--- config.mk ---
export PLATFORM = sky130hd
export DESIGN_NAME = tri_lane_serializer
export DESIGN_NICKNAME = d
export VERILOG_FILES = /design/src/rtl/ser7_pkg.sv /design/src/rtl/ser7_capture.sv /design/src/rtl/ser7_pwr_ctrl.sv /design/src/rtl/ser7_piso.sv /design/src/rtl/tri_lane_serializer.sv
export SDC_FILE = /design/constraint.sdc
export NUM_CORES = 1
export LEC_CHECK = 0
export ABC_AREA = 1
export BUFFER_PORTS_ARGS = -buffer_cell sky130_fd_sc_hd__buf_2
export CAP_MARGIN = 10
export CORE_MARGIN = 4
export CORE_UTILIZATION = 51
export CTS_BUF_LIST = sky130_fd_sc_hd__clkbuf_2 sky130_fd_sc_hd__clkbuf_4 sky130_fd_sc_hd__clkbuf_8
export CTS_CLUSTER_SIZE = 20
export DETAILED_ROUTE_END_ITERATION = 10
export GPL_TIMING_DRIVEN = 0
export PLACE_DENSITY = 0.86
export SLEW_MARGIN = 20
export SYNTH_ARGS = -nofsm -noshare
export SYNTH_HDL_FRONTEND = slang
export SYNTH_SLANG_ARGS = --single-unit
--- constraint.sdc ---
create_clock -name clk -period 1 [get_ports clk]
set_clock_uncertainty 0.15 [all_clocks]
set_input_delay 0.2 -clock clk [delete_from_list [all_inputs] [get_ports clk]]
set_output_delay 0.2 -clock clk [all_outputs]
set_load 0.03 [all_outputs]
--- src/rtl/ser7_pkg.sv ---
package ser7_pkg;
  localparam int unsigned SLOTS_DEF = 7;
  localparam int unsigned LANES_DEF = 3;
  // slot order: bit 0 goes out first
  localparam logic [SLOTS_DEF-1:0] FRAME_DEF = 7'b1100011;
endpackage

--- src/rtl/ser7_capture.sv ---
module ser7_capture #(
  parameter int unsigned W = 21
) (
  input  logic         clk,
  input  logic         rst,
  input  logic         stb,
  input  logic [W-1:0] din,
  output logic [W-1:0] cap
);
  // data path register, no reset needed
  always_ff @(posedge clk) begin
    if (stb) cap <= din;
  end

  // word sampled only on strobe edges
  a_r1_capture_on_strobe: assert property (@(posedge clk) disable iff (rst)
    stb |=> cap == $past(din));
  a_r1_hold_between: assert property (@(posedge clk) disable iff (rst)
    !stb |=> $stable(cap));
endmodule

--- src/rtl/ser7_pwr_ctrl.sv ---
module ser7_pwr_ctrl (
  input  logic clk,
  input  logic rst,
  input  logic stb,
  input  logic pwr_n,
  output logic load,
  output logic clr,
  output logic oe
);
  logic armed;

  assign load = stb & pwr_n & armed;
  assign clr  = ~pwr_n | (stb & ~armed);

  always_ff @(posedge clk) begin
    if (rst) begin
      armed <= 1'b0;
      oe    <= 1'b0;
    end else if (!pwr_n) begin
      armed <= 1'b0;
      oe    <= 1'b0;
    end else if (stb) begin
      armed <= 1'b1;
      oe    <= armed;
    end
  end

  // power-down removes enable on the next edge
  a_r6_pd_disables: assert property (@(posedge clk) disable iff (rst)
    !pwr_n |=> !oe);
  // enable only rises at a word boundary after arming
  a_r7_rise_on_boundary: assert property (@(posedge clk) disable iff (rst)
    $rose(oe) |-> $past(stb) && $past(armed));
  a_r7_load_enables: assert property (@(posedge clk) disable iff (rst)
    load |=> oe);
endmodule

--- src/rtl/ser7_piso.sv ---
module ser7_piso #(
  parameter int unsigned N = 7
) (
  input  logic         clk,
  input  logic         rst,
  input  logic         load,
  input  logic         clr,
  input  logic [N-1:0] pdata,
  output logic         q
);
  logic [N-1:0] sh;

  always_ff @(posedge clk) begin
    if (rst || clr) sh <= '0;
    else if (load)  sh <= pdata;
    else            sh <= sh >> 1;
  end

  assign q = sh[0];

  // first two slots leave in LSB-first order
  a_r4_slot0: assert property (@(posedge clk) disable iff (rst)
    load && !clr |=> q == $past(pdata[0]));
  a_r4_slot1: assert property (@(posedge clk) disable iff (rst)
    load && !clr ##1 !load && !clr |=> q == $past(pdata[1], 2));
  // cleared lane is quiet
  a_r6_clear_quiet: assert property (@(posedge clk) disable iff (rst)
    clr |=> !q);
endmodule

--- src/rtl/tri_lane_serializer.sv ---
module tri_lane_serializer
  import ser7_pkg::*;
#(
  parameter int unsigned SLOTS = SLOTS_DEF,
  parameter int unsigned LANES = LANES_DEF,
  parameter logic [SLOTS-1:0] FRAME_PAT = FRAME_DEF
) (
  input  logic                   clk,
  input  logic                   rst,
  input  logic                   word_stb,
  input  logic [LANES*SLOTS-1:0] din,
  input  logic                   pwr_n,
  output logic [LANES-1:0]       lane_q,
  output logic                   frame_q,
  output logic                   oe
);
  localparam int unsigned WORD_W = LANES * SLOTS;

  logic [WORD_W-1:0] cap;
  logic              load;
  logic              clr;

  ser7_capture #(.W(WORD_W)) u_cap (
    .clk(clk), .rst(rst), .stb(word_stb), .din(din), .cap(cap)
  );

  ser7_pwr_ctrl u_pwr (
    .clk(clk), .rst(rst), .stb(word_stb), .pwr_n(pwr_n),
    .load(load), .clr(clr), .oe(oe)
  );

  for (genvar k = 0; k < LANES; k++) begin : g_lane
    ser7_piso #(.N(SLOTS)) u_lane (
      .clk(clk), .rst(rst), .load(load), .clr(clr),
      .pdata(cap[k*SLOTS +: SLOTS]), .q(lane_q[k])
    );
  end

  ser7_piso #(.N(SLOTS)) u_frame (
    .clk(clk), .rst(rst), .load(load), .clr(clr),
    .pdata(FRAME_PAT), .q(frame_q)
  );

  // every transmitted word period opens with a high framing slot
  a_r5_frame_slot0: assert property (@(posedge clk) disable iff (rst)
    load |=> frame_q && oe);
  // disabled outputs stay quiet
  a_r6_quiet_when_off: assert property (@(posedge clk) disable iff (rst)
    !oe |-> lane_q == '0 && !frame_q);
  // reset leaves the block disabled
  a_r8_reset_off: assert property (@(posedge clk)
    rst |=> !oe);
endmodule

# ---- Yosys cells after proc, flatten, opt, wreduce, memory -nomap -nowiden
# Index checks and enable logic that the tools add are counted.
dict set report word_totals {
  register_bits 51
  inputBits 25
  out_inout_bits 5
  word_cells 26
}
dict set report classes {
  mux 4
  bitwise_logic 7
  reduce_logical 4
}
# op count
set op_table {}
lappend op_table {{6-bit two-way mux} 3}
lappend op_table {{7-bit two-way mux} 1}
lappend op_table {{2-bit OR reduction} 3}
lappend op_table {{1-bit AND} 3}
lappend op_table {{1-bit inverter} 3}
lappend op_table {{1-bit logical OR} 1}
lappend op_table {{1-bit OR} 1}

# ---- Logic depth before layout (Yosys ltp)
dict set report logic_depth {
  word_depth 5
  ltp_mapped 5
  depth_no_buf 4
}

# ---- Modules after synthesis
# From an unflattened synthesis, not the netlist that was laid out.
dict set report unflattened {
  hier_cells 202
  hier_area_um2 1876.8
}
# module n_inst cells_each area_each_um2 seq_area_each_um2
set modules_own_cells {}
lappend modules_own_cells {ser7_piso 4 41 286.5 140.1}
lappend modules_own_cells {ser7_capture 1 21 630.6 630.6}
lappend modules_own_cells {ser7_pwr_ctrl 1 15 92.6 40.0}
lappend modules_own_cells {tri_lane_serializer 1 2 7.5 0.0}

# ---- Least setup slack after synthesis
# Ideal clock, no wire load.
dict set report synth_timing {
  path_kind {input-to-reg}
  startpoint {input rst}
  endpoint {register g_lane[1].u_lane.sh[0]}
  setup_time_ps 60
  arrival_time_ps 760
  required_ps 790
  slack_ps 31
  path_stages 4
  path_buffers 1
  cell_sequence {inv_2 buf_1 nand4_1 nand2_1}
}
dict set report synth_via {
  elab_chain_len 1
}
# element line_no
set synth_rtl {}
lappend synth_rtl {{start, declared} tri_lane_serializer.sv:9} ;# input logic rst,
lappend synth_rtl {{1-bit logical OR} ser7_piso.sv:14} ;# if (rst || clr) sh <= '0;
lappend synth_rtl {{end signal, assigned} ser7_piso.sv:15} ;# else if (load) sh <= pdata;
lappend synth_rtl {{end signal, assigned} ser7_piso.sv:16} ;# else sh <= sh >> 1;
lappend synth_rtl {{end, declared} ser7_piso.sv:11} ;# logic [N-1:0] sh;
# Every way passes these cells.
# A chain may end at the register's enable or synchronous reset.

# ---- Worst setup path in the final report
dict set report layout_timing {
  startpoint {register u_pwr.oe}
  endpoint {output oe}
}
# element line_no
set layout_rtl {}
lappend layout_rtl {{start, declared} ser7_pwr_ctrl.sv:8} ;# output logic oe
lappend layout_rtl {{start signal, assigned} ser7_pwr_ctrl.sv:24} ;# oe <= armed;
lappend layout_rtl {{end, declared} tri_lane_serializer.sv:15} ;# output logic oe
# No word-level cell between the ends.

==> flow_summary_export.csv <==
group,metric,value,unit
clocking,cts_max_level,2,
synth,synth_cells,149,
worst_setup_path,crit_required,0.65,ns
die,die_w,66.4,um
final_layout,drive_gt1_share,38.8,%
timing,maxSlewHeadroom,70.3,%
routing,vias,1306,
placed_design,io_buffers,29,
worst_setup_path,crit_family,"flip-flops",
clocking,clk_latency,0.35,ns
routing,drt-total-wl,3700,um
synth,synth_nets,174,
timing,max_freq,848,MHz
final_layout,antenna_cells,0,
timing,finalSetupViolations,23,
worst_setup_path,worst_path_max_delay_cell,"dfxtp_2",
routing,vias_per_cell,5.16,
timing,finalHoldViolCount,0,
global_route,antenna_found_initial,0,
routing,highest_layer,"met4",
synth,ys_seq_elements,51,
die,pin_count,30,
global_route,grt_max_degree,29,
final_layout,n_fill_cell,191,
clocking,cts_buffer_depth,2,
pwr,leakagePower,1.01,nW
worst_setup_path,start_kind,"flop",
placed_design,gp_congestion,0.740,
hold_path,hp-start,"rst",
routing,drt_pass1_iterations,5,
final_layout,area_delta_synth_final,39.3,%
synth,ys_warn_count,0,
timing,slew_violations,0,
final_layout,layout_common_cells,"27 x buf_2, 24 x dfxtp_1, 21 x dlygate4sd3_1, 21 x edfxtp_1, 19 x nand2_1",
worst_setup_path,cp_max_fo,2,
worst_setup_path,cpPeakStageDelay,0.36,ns
routing,routedLengthMet1,1510,um
hold_path,hp-class,"in2reg",
routing,drc_errors,0,
worst_setup_path,end_kind,"primary output",
worst_setup_path,crit_chain,"buf_6",
timing,tightest_slew,0.446,ns
routing,wire_per_inst,14.6,um
placed_design,post-place-cells,222,
worst_setup_path,arrival,0.83,ns
synth,yosys.cell_types.count,18,
pwr,power_density,1470,nW/um2
placed_design,dp_hpwl,1970,um
routing,wl_met2,1900,um
timing,fin_tns_setup,-1.45,ns
final_layout,instances_no_fill,253,
routing,wl_met3,221,um
timing,whs,0.0705,ns
worst_setup_path,r2r-start,"u_pwr.armed",
die,design.core.area,3150,um2
worst_setup_path,crit_type,"reg2out",
clocking,cts_buffers,5,
final_layout,multi_input_area,483,um2
outcome,failed_checks,"negative setup slack",
global_route,grt_use_total,18.4,%
worst_setup_path,cp_num_buf_inv,1,
die,initial_utilization,55.1,%
timing,rsz0062_at_grt,"true",
die,die_y,66.4,um
global_route,grt.overflow.total,0,
final_layout,final_nets,233,
final_layout,finish.utilization,76.8,%
synth,synth.avg_cell_area,11.7,um2
pwr,peakVddDrop,1250,uV
die,rows,20,
global_route,first_global_vias,1272,
outcome,status,"finished, violations left",
clocking,cts_tree,"built",
synth,ys_seq_area_share,70.8,%
routing,postRouteAntennaNets,0,
global_route,grt_first_pass_wirelength,6050,um
clocking,clock-sinks,51,
timing,period_needed,1.18,ns
final_layout,seq_area,1240,um2
worst_setup_path,crit_start,"u_pwr.oe",
routing,drtIter0Drc,128,
synth,syn_area,1740,um2
clocking,cts-root-buf,"clkbuf_4",
clocking,clkTransAtPathRegs,0.13,ns
timing,period_share,118,%
flow_run,drv_cap,0,
timing,fin_ws,-0.179,ns
final_layout,final_common_cell,"buf_2",
die,dieArea,4410,um2
## what timing repair did
item | in CTS | in global routing
endpoints found under the hold margin | 21 | 0
gates resized for setup | 24 | 23
setup endpoints to repair | 26 | 28
cloned | 1 | 0
pin swaps | 1 | 13
hold buffers | 21 | 0
buffers inserted | 4 | 0
## flip-flops by register name, summed over array words and instances (netlist names)
| name | cells |
|---|---|
| u_pwr.oe | 1 |
| u_frame.sh | 7 |
| g_lane.u_lane.sh | 21 |
| u_cap.cap | 21 |
| u_pwr.armed | 1 |
## stage by stage
| step | total power [mW] | instance area, um2 | worst slack (ns) |
|---|---|---|---|
| finish | 3.56 | 2420 | -0.179 |
| global route | 3.70 | 2420 | -0.213 |
| CTS | 3.54 | 2310 | -0.197 |
| detailed placement | 2.52 | 1940 | -0.495 |
| global placement | 2.51 | 1940 | -0.402 |
| floorplan | 2.42 | 1740 | 0.0306 |
## final timing paths
| path | endpoint | slack (ns) | cells past startpoint |
|---|---|---|---|
| setup / recovery | oe | -0.18 | 1 |
| hold / removal | g_lane[0].u_lane.sh[3] | 0.07 | 4 |
| setup reg to reg | g_lane[0].u_lane.sh[4] | -0.06 | 5 |
| hold reg to reg | u_frame.sh[4] | 0.27 | 2 |
## routing by layer
layer,GRT usage [%],vias up
met3,5.10,8
met5,0,-
met2,31.0,55
met1,22.8,620
li1,-,623
met4,5.33,0
## synth_stat cells
master / count / area share (%)
bufbuf_8: 1 / 1.1
inv_2: 2 / 0.43
nand3_1: 17 / 4.9
a21oi_1: 1 / 0.29
edfxtp_1: 21 / 36
nor3_1: 3 / 0.86
dfxtp_1: 30 / 35
nand2_4: 1 / 0.65
inv_1: 8 / 1.7
buf_4: 3 / 1.3
nand2_1: 22 / 4.8
inv_6: 1 / 0.50
buf_2: 5 / 1.4
nand3_2: 1 / 0.58
nor2_1: 13 / 2.8
buf_1: 1 / 0.22
nand4_1: 18 / 6.5
buf_12: 1 / 1.2
## where the power goes
group	total [mW]	internal [mW]	leakage (nW)	switching, mW
sequential	2.30	2.26	0.451	0.0412
clock	0.958	0.369	0.0387	0.588
combinational	0.306	0.151	0.521	0.155
total	3.56	2.78	1.01	0.784
## cells by family (layout without fill, tap and decap cells)
group / count (synthesis) / after routing / share of synthesized area (%)
AO/OA/AOI/OAI: 1 / 1 / 0.288
buffers and inverters: 22 / 82 / 7.85
flip-flops: 51 / 51 / 70.8
AND/OR/NAND/NOR: 75 / 75 / 21.0
## area by class of cell
cell class              instances  share of cell area [%]
well taps                      44                    2.27
plain buffers                   8                    2.89
multi-input cells              76                    19.9
clock buffers                   7                    2.43
clock inverters                 1                   0.207
flip-flops and latches         51                    51.2
repair buffers                 55                    19.1
inverters                      11                    2.02
Note: power is estimated with default switching activity, not from simulation.
